--- src/rtl/ptc_pkg.sv ---
package ptc_pkg;
  localparam int CNT_W   = 16;
  localparam int BYTE_W  = 8;
  localparam int DIGIT_W = 4;
  localparam int DIGITS  = CNT_W / DIGIT_W;

  typedef enum logic [1:0] {
    ACC_LATCH = 2'b00,
    ACC_LO    = 2'b01,
    ACC_HI    = 2'b10,
    ACC_BOTH  = 2'b11
  } acc_e;

  typedef struct packed {
    logic loadCount;
    logic stepCount;
    logic captureLatch;
    logic bcdMode;
  } dp_strobe_t;
endpackage

--- src/rtl/ptc_ctrl.sv ---
module ptc_ctrl
  import ptc_pkg::*;
(
  input  logic                clk,
  input  logic                rst_n,
  input  logic                csN,
  input  logic                wrN,
  input  logic                rdN,
  input  logic                a0,
  input  logic [BYTE_W-1:0]   dataIn,
  input  logic                cntClk,
  input  logic                gate,
  input  logic [CNT_W-1:0]    countVal,
  input  logic [CNT_W-1:0]    latchVal,
  output dp_strobe_t          strb,
  output logic [CNT_W-1:0]    reloadVal,
  output logic                loaded,
  output logic [BYTE_W-1:0]   dataOut
);
  logic              cntClkQ, cntFall;
  logic              wrStb, rdStb, ctrlWr, latchCmd, cntWr, cntRd;
  acc_e              accMode;
  logic              bcdQ, pending, wrHi, rdHi, latchHeld;
  logic [BYTE_W-1:0] wrLo;
  logic [CNT_W-1:0]  readSrc;
  logic              hiSel;

  assign wrStb    = !csN && !wrN;
  assign rdStb    = !csN && !rdN;
  assign ctrlWr   = wrStb && a0 && (dataIn[2:1] != ACC_LATCH);
  assign latchCmd = wrStb && a0 && (dataIn[2:1] == ACC_LATCH);
  assign cntWr    = wrStb && !a0;
  assign cntRd    = rdStb && !a0;
  assign cntFall  = cntClkQ && !cntClk;

  always_comb begin
    strb.loadCount    = cntFall && pending;
    strb.stepCount    = cntFall && !pending && loaded && gate;
    strb.captureLatch = latchCmd && !latchHeld;
    strb.bcdMode      = bcdQ;
  end

  always_ff @(posedge clk) begin
    if (!rst_n) begin
      cntClkQ   <= 1'b0;
      accMode   <= ACC_BOTH;
      bcdQ      <= 1'b0;
      pending   <= 1'b0;
      loaded    <= 1'b0;
      wrHi      <= 1'b0;
      rdHi      <= 1'b0;
      latchHeld <= 1'b0;
      wrLo      <= '0;
      reloadVal <= '0;
    end else begin
      cntClkQ <= cntClk;
      if (strb.loadCount) begin
        loaded  <= 1'b1;
        pending <= 1'b0;
      end
      if (strb.captureLatch) latchHeld <= 1'b1;
      if (cntWr) begin
        unique case (accMode)
          ACC_LO: begin
            reloadVal <= {{(CNT_W-BYTE_W){1'b0}}, dataIn};
            pending   <= 1'b1;
          end
          ACC_HI: begin
            reloadVal <= {dataIn, {(CNT_W-BYTE_W){1'b0}}};
            pending   <= 1'b1;
          end
          default: begin
            if (!wrHi) begin
              wrLo <= dataIn;
              wrHi <= 1'b1;
            end else begin
              reloadVal <= {dataIn, wrLo};
              wrHi      <= 1'b0;
              pending   <= 1'b1;
            end
          end
        endcase
      end
      if (cntRd) begin
        if (accMode == ACC_BOTH) begin
          rdHi <= !rdHi;
          if (rdHi) latchHeld <= 1'b0;
        end else begin
          latchHeld <= 1'b0;
        end
      end
      if (ctrlWr) begin
        accMode   <= acc_e'(dataIn[2:1]);
        bcdQ      <= dataIn[0];
        loaded    <= 1'b0;
        pending   <= 1'b0;
        wrHi      <= 1'b0;
        rdHi      <= 1'b0;
        latchHeld <= 1'b0;
      end
    end
  end

  assign readSrc = latchHeld ? latchVal : countVal;
  assign hiSel   = (accMode == ACC_HI) || ((accMode == ACC_BOTH) && rdHi);
  assign dataOut = cntRd ? (hiSel ? readSrc[CNT_W-1 -: BYTE_W] : readSrc[BYTE_W-1:0]) : '0;

  AST_CS_BLOCKS_CTRL: assert property (@(posedge clk) disable iff (!rst_n)
    csN |=> ($stable(accMode) && $stable(bcdQ))) else $error("cs");
  AST_LATCH_HELD: assert property (@(posedge clk) disable iff (!rst_n)
    (latchHeld && !cntRd && !ctrlWr) |=> latchHeld) else $error("held");
  AST_LOAD_MARKS_LOADED: assert property (@(posedge clk) disable iff (!rst_n)
    (strb.loadCount && !ctrlWr) |=> loaded) else $error("loaded");
  AST_CTRL_STOPS: assert property (@(posedge clk) disable iff (!rst_n)
    ctrlWr |=> (!loaded && !pending)) else $error("stop");
endmodule

--- src/rtl/ptc_datapath.sv ---
module ptc_datapath
  import ptc_pkg::*;
(
  input  logic              clk,
  input  logic              rst_n,
  input  dp_strobe_t        strb,
  input  logic [CNT_W-1:0]  reloadVal,
  input  logic              loaded,
  output logic [CNT_W-1:0]  countVal,
  output logic [CNT_W-1:0]  latchVal,
  output logic              outPin
);
  logic [CNT_W-1:0] binDec, bcdDec, nextStep;
  logic [DIGITS:0]  borrow;
  logic             atOne;

  assign binDec    = countVal - 1'b1;
  assign borrow[0] = 1'b1;

  for (genvar g = 0; g < DIGITS; g++) begin : g_digit
    logic [DIGIT_W-1:0] digit;
    assign digit = countVal[g*DIGIT_W +: DIGIT_W];
    assign bcdDec[g*DIGIT_W +: DIGIT_W] =
      !borrow[g] ? digit : ((digit == '0) ? DIGIT_W'(9) : digit - 1'b1);
    assign borrow[g+1] = borrow[g] && (digit == '0);
  end

  assign atOne    = (countVal == CNT_W'(1));
  assign nextStep = atOne ? reloadVal : (strb.bcdMode ? bcdDec : binDec);
  assign outPin   = !(loaded && atOne);

  always_ff @(posedge clk) begin
    if (!rst_n) begin
      countVal <= '0;
      latchVal <= '0;
    end else begin
      if (strb.loadCount)      countVal <= reloadVal;
      else if (strb.stepCount) countVal <= nextStep;
      if (strb.captureLatch)   latchVal <= countVal;
    end
  end

  AST_LOAD_VALUE: assert property (@(posedge clk) disable iff (!rst_n)
    strb.loadCount |=> (countVal == $past(reloadVal))) else $error("load");
  AST_BIN_STEP: assert property (@(posedge clk) disable iff (!rst_n)
    (strb.stepCount && !strb.bcdMode && countVal != CNT_W'(1)) |=>
      (countVal == $past(countVal) - 1'b1)) else $error("bin");
  AST_HOLD_IDLE: assert property (@(posedge clk) disable iff (!rst_n)
    (!strb.loadCount && !strb.stepCount) |=> $stable(countVal)) else $error("hold");
  AST_BCD_LOW_DIGIT: assert property (@(posedge clk) disable iff (!rst_n)
    (strb.stepCount && strb.bcdMode && countVal[3:0] != 4'd0 && countVal != CNT_W'(1)) |=>
      (countVal[3:0] == $past(countVal[3:0]) - 4'd1)) else $error("bcd");
  AST_RELOAD_AT_ONE: assert property (@(posedge clk) disable iff (!rst_n)
    (strb.stepCount && countVal == CNT_W'(1)) |=> (countVal == $past(reloadVal))) else $error("reload");
  AST_LATCH_FROZEN: assert property (@(posedge clk) disable iff (!rst_n)
    !strb.captureLatch |=> $stable(latchVal)) else $error("latch");
endmodule

--- src/rtl/ptimer_chan.sv ---
module ptimer_chan
  import ptc_pkg::*;
(
  input  logic              clk,
  input  logic              rst_n,
  input  logic              csN,
  input  logic              wrN,
  input  logic              rdN,
  input  logic              a0,
  input  logic [BYTE_W-1:0] dataIn,
  output logic [BYTE_W-1:0] dataOut,
  input  logic              cntClk,
  input  logic              gate,
  output logic              outPin
);
  dp_strobe_t       strb;
  logic [CNT_W-1:0] countVal, latchVal, reloadVal;
  logic             loaded;

  ptc_ctrl u_ctrl (
    .clk(clk), .rst_n(rst_n), .csN(csN), .wrN(wrN), .rdN(rdN), .a0(a0),
    .dataIn(dataIn), .cntClk(cntClk), .gate(gate), .countVal(countVal),
    .latchVal(latchVal), .strb(strb), .reloadVal(reloadVal),
    .loaded(loaded), .dataOut(dataOut)
  );

  ptc_datapath u_dp (
    .clk(clk), .rst_n(rst_n), .strb(strb), .reloadVal(reloadVal),
    .loaded(loaded), .countVal(countVal), .latchVal(latchVal), .outPin(outPin)
  );

  AST_OUT_IDLE_HIGH: assert property (@(posedge clk) disable iff (!rst_n)
    !loaded |-> outPin) else $error("out");
endmodule

--- config.mk ---
export PLATFORM = sky130hd
export DESIGN_NAME = ptimer_chan
export DESIGN_NICKNAME = d
export VERILOG_FILES = /design/src/rtl/ptc_pkg.sv /design/src/rtl/ptc_ctrl.sv /design/src/rtl/ptc_datapath.sv /design/src/rtl/ptimer_chan.sv
export SDC_FILE = /design/constraint.sdc
export NUM_CORES = 1
export LEC_CHECK = 0
export ABC_AREA = 1
export BUFFER_PORTS_ARGS = -buffer_cell sky130_fd_sc_hd__clkbuf_2
export CAP_MARGIN = 20
export CORE_ASPECT_RATIO = 1.2
export CORE_MARGIN = 2
export CORE_UTILIZATION = 60
export DETAILED_ROUTE_END_ITERATION = 8
export PLACE_DENSITY = 0.77
export RECOVER_POWER = 50
export REMOVE_ABC_BUFFERS = 1
export SYNTH_ARGS = -nofsm -noshare
export SYNTH_HDL_FRONTEND = slang
export SYNTH_SLANG_ARGS = --single-unit
--- constraint.sdc ---
create_clock -name clk -period 2.45 [get_ports clk]
set_clock_uncertainty 0.2 [all_clocks]
set_input_delay 0.49 -clock clk [delete_from_list [all_inputs] [get_ports clk]]
set_output_delay 0.49 -clock clk [all_outputs]
set_load 0.05 [all_outputs]
==> impl_metrics.yaml <==
status:
  status: "completed"
setup_path:
  worstPathArrival_ns: 1.66
  critical_path.n_buffers_inverters: 1
  cp_slowest_stage_delay_ns: 0.38
  start_kind: "flip-flop"
  crit_path_top_delay_cell: "dfxtp_1"
  setup.worst_path.end_class: "output pin"
  critPathTopFamily: "flip-flops"
  required_ns: 1.76
  path_class: "flip-flop to output pin"
  crit_chain: "ha_1, nand2_1, nand2_4, o21ai_1, a21oi_1, clkbuf_4"
  path_max_fanout: 16
synthesis:
  yosysMostFrequentCell: "nand2_1"
  syn_inst: 543
  synth_edf_count: 0
  syn_area_sq_um: 3570
  synthFlopType: "dfxtp_1"
  synth_area_leaders: "dfxtp_1 (36%), nand2_1 (11%), o21ai_0 (9.7%)"
  synth_top_cell_area_share: 0.364
  synth_cell_type_count: 30
  synth_top_area_cell: "dfxtp_1"
  ys_ff_latch: 65
  yosys-top-cells-count: "nand2_1 (109), o21ai_0 (69), a21oi_1 (65), dfxtp_1 (65), nor2_1 (60)"
  ys_seq_area_frac: 0.364
  async_flop_share: 0
  yosysWarnings: 0
  synth.avg_cell_area_sq_um: 6.58
drt:
  avgRoutedWirePerCell_microns: 14.3
  via_count: 3600
  totalWireLength_mm: 9.23
  dr.pass1.iters: 6
  drc: 0
  ant_nets: 0
  drt_iter0_markers: 340
  via_per_inst: 5.57
clock_tree:
  clkTransAtPathRegs_ns: 0.07
  numCtsBuffers: 9
  clock-sinks: 65
  cts_tree: "built"
  insertion_delay_ns: 0.35
  cts_resized: 9
  post-cts-setup-buffers: 0
  cts_max_level: 3
  ctsHoldBuffers: 0
  cts_root_buf: "clkbuf_8"
  clockBufferDepth: 2
sta:
  tightest_slew_ns: 1.15
  fmax_ghz: 0.425
  setup_viol: 0
  slew_headroom: 0.234
  slew_viol_final: 0
  fin_crit_sh: 0.961
  period_needed_ns: 2.35
  hold_viol: 0
  rsz0062_at_grt: "false"
floorplanning:
  initial_core_util: 0.626
  die_area_sq_um: 6590
  core-area_sq_um: 5710
  placementRows: 30
  die_w_microns: 74.4
  num_io_pins: 25
  die_height_microns: 88.5
grt:
  grt_max_degree: 34
  grt_pass1_vias: 3160
  track_usage: 0.288
  grt_pass1_wl_mm: 14.5
  overflow: 0
  antenna_found_initial: 0
pwr:
  max-vdd-ir-drop_mv: 0.510
  p_leak_nw: 1.78
  power_density_nw_per_um2: 607
final_layout:
  ff_latch_area_sq_um: 1300
  drive_gt1_frac: 0.124
  insertedDiodeCount: 0
  syn2layout_area_growth_pct: 11.7
  fillers: 525
  final_area_sq_um: 3990
  multi_input_area_sq_um: 1940
  fin_nets: 583
  utilization: 0.700
place:
  placed_area_sq_um: 3740
  routabilityCongestion: 0.990
  dp_hpwl_mm: 6.72
  portBuffers: 24
job:
  maxCapViolCount: 0
hold_path:
  worstHoldPathType: "primary input to flip-flop"
-- worst min-delay path: stages --
cell and delay, ns:
clkbuf_2 0.10, nand2_1 0.05, inv_1 0.04
-- layer usage --
metal	global-route usage	share of wire
met1	0.347	0.44
met2	0.518	0.50
met3	0.0490	0.046
met4	0.0909	0.015
met5	0	0
-- stage by stage --
stage	setup TNS (ns)	cells	hold WS (ns)	setup WS [ns]	total power [mW]
after floorplan	-0.546	517	0.237	-0.0683	1.24
after global placement	0	630	0.253	0.194	1.31
after detailed placement	0	630	0.255	0.143	1.32
after CTS	0	646	0.150	0.00808	2.43
after global routing	0	646	0.194	0.0118	2.50
final	0	646	0.152	0.0959	2.42
-- worst paths after layout --
path,startpoint,end,slack [ns],depth (start not counted)
setup / recovery,u_ctrl.accMode[1]$_SDFFE_PN1P_,dataOut[6],0.1,6
hold reg to reg,u_ctrl.loaded$_SDFFE_PP0P_,u_ctrl.loaded$_SDFFE_PP0P_,0.26,2
hold / removal,cntClk,u_ctrl.cntClkQ$_SDFF_PN0_,0.15,3
setup reg to reg,u_ctrl.latchHeld$_SDFF_PP0_,u_dp.latchVal[14]$_SDFFE_PN0P_,0.38,4
-- placed cells by master (no fill, tap or decap), drive strengths merged --
master / instances
nor2: 67
a21oi: 67
o211ai: 3
nor3: 3
ha: 6
inv: 53
nand3: 47
a31oi: 9
nand2: 116
bufinv: 3
or2: 1
xor2: 1
dfxtp: 65
clkinv: 4
clkbuf: 35
a211oi: 4
buf: 7
o21ai: 75
-- final cells by class --
| class | count | share of cell area |
|---|---|---|
| clock buffers | 9 | 0.0310 |
| clock inverters | 7 | 0.0295 |
| repair buffers | 33 | 0.0527 |
| multi-input cells | 399 | 0.486 |
| inverters | 53 | 0.0498 |
| flip-flops and latches | 65 | 0.326 |
| well taps | 80 | 0.0251 |
-- cells by family after synthesis --
family	count (synthesis)	share of synthesized area
flip-flops	65	0.364
XOR/XNOR	1	0.00245
AO/OA/AOI/OAI	158	0.233
adder cells (fa/ha/maj)	6	0.0210
AND/OR/NAND/NOR	234	0.288
buffers and inverters	79	0.0914
-- registers in the layout, summed over array words and instances (netlist names) --
register,count
u_ctrl.latchHeld,1
u_ctrl.bcdQ,1
u_ctrl.pending,1
u_ctrl.reloadVal,16
u_ctrl.loaded,1
u_ctrl.cntClkQ,1
u_ctrl.rdHi,1
u_dp.countVal,16
u_ctrl.wrHi,1
u_dp.latchVal,16
u_ctrl.wrLo,8
u_ctrl.accMode,2
-- report_power, final --
| part | internal, mW | switching [mW] | leakage, nW |
|---|---|---|---|
| combinational | 0.0620 | 0.136 | 1.13 |
| clock | 0.678 | 0.451 | 0.124 |
| sequential | 1.08 | 0.0147 | 0.526 |
| total | 1.82 | 0.602 | 1.78 |
Note: power is estimated with default switching activity, not from simulation.
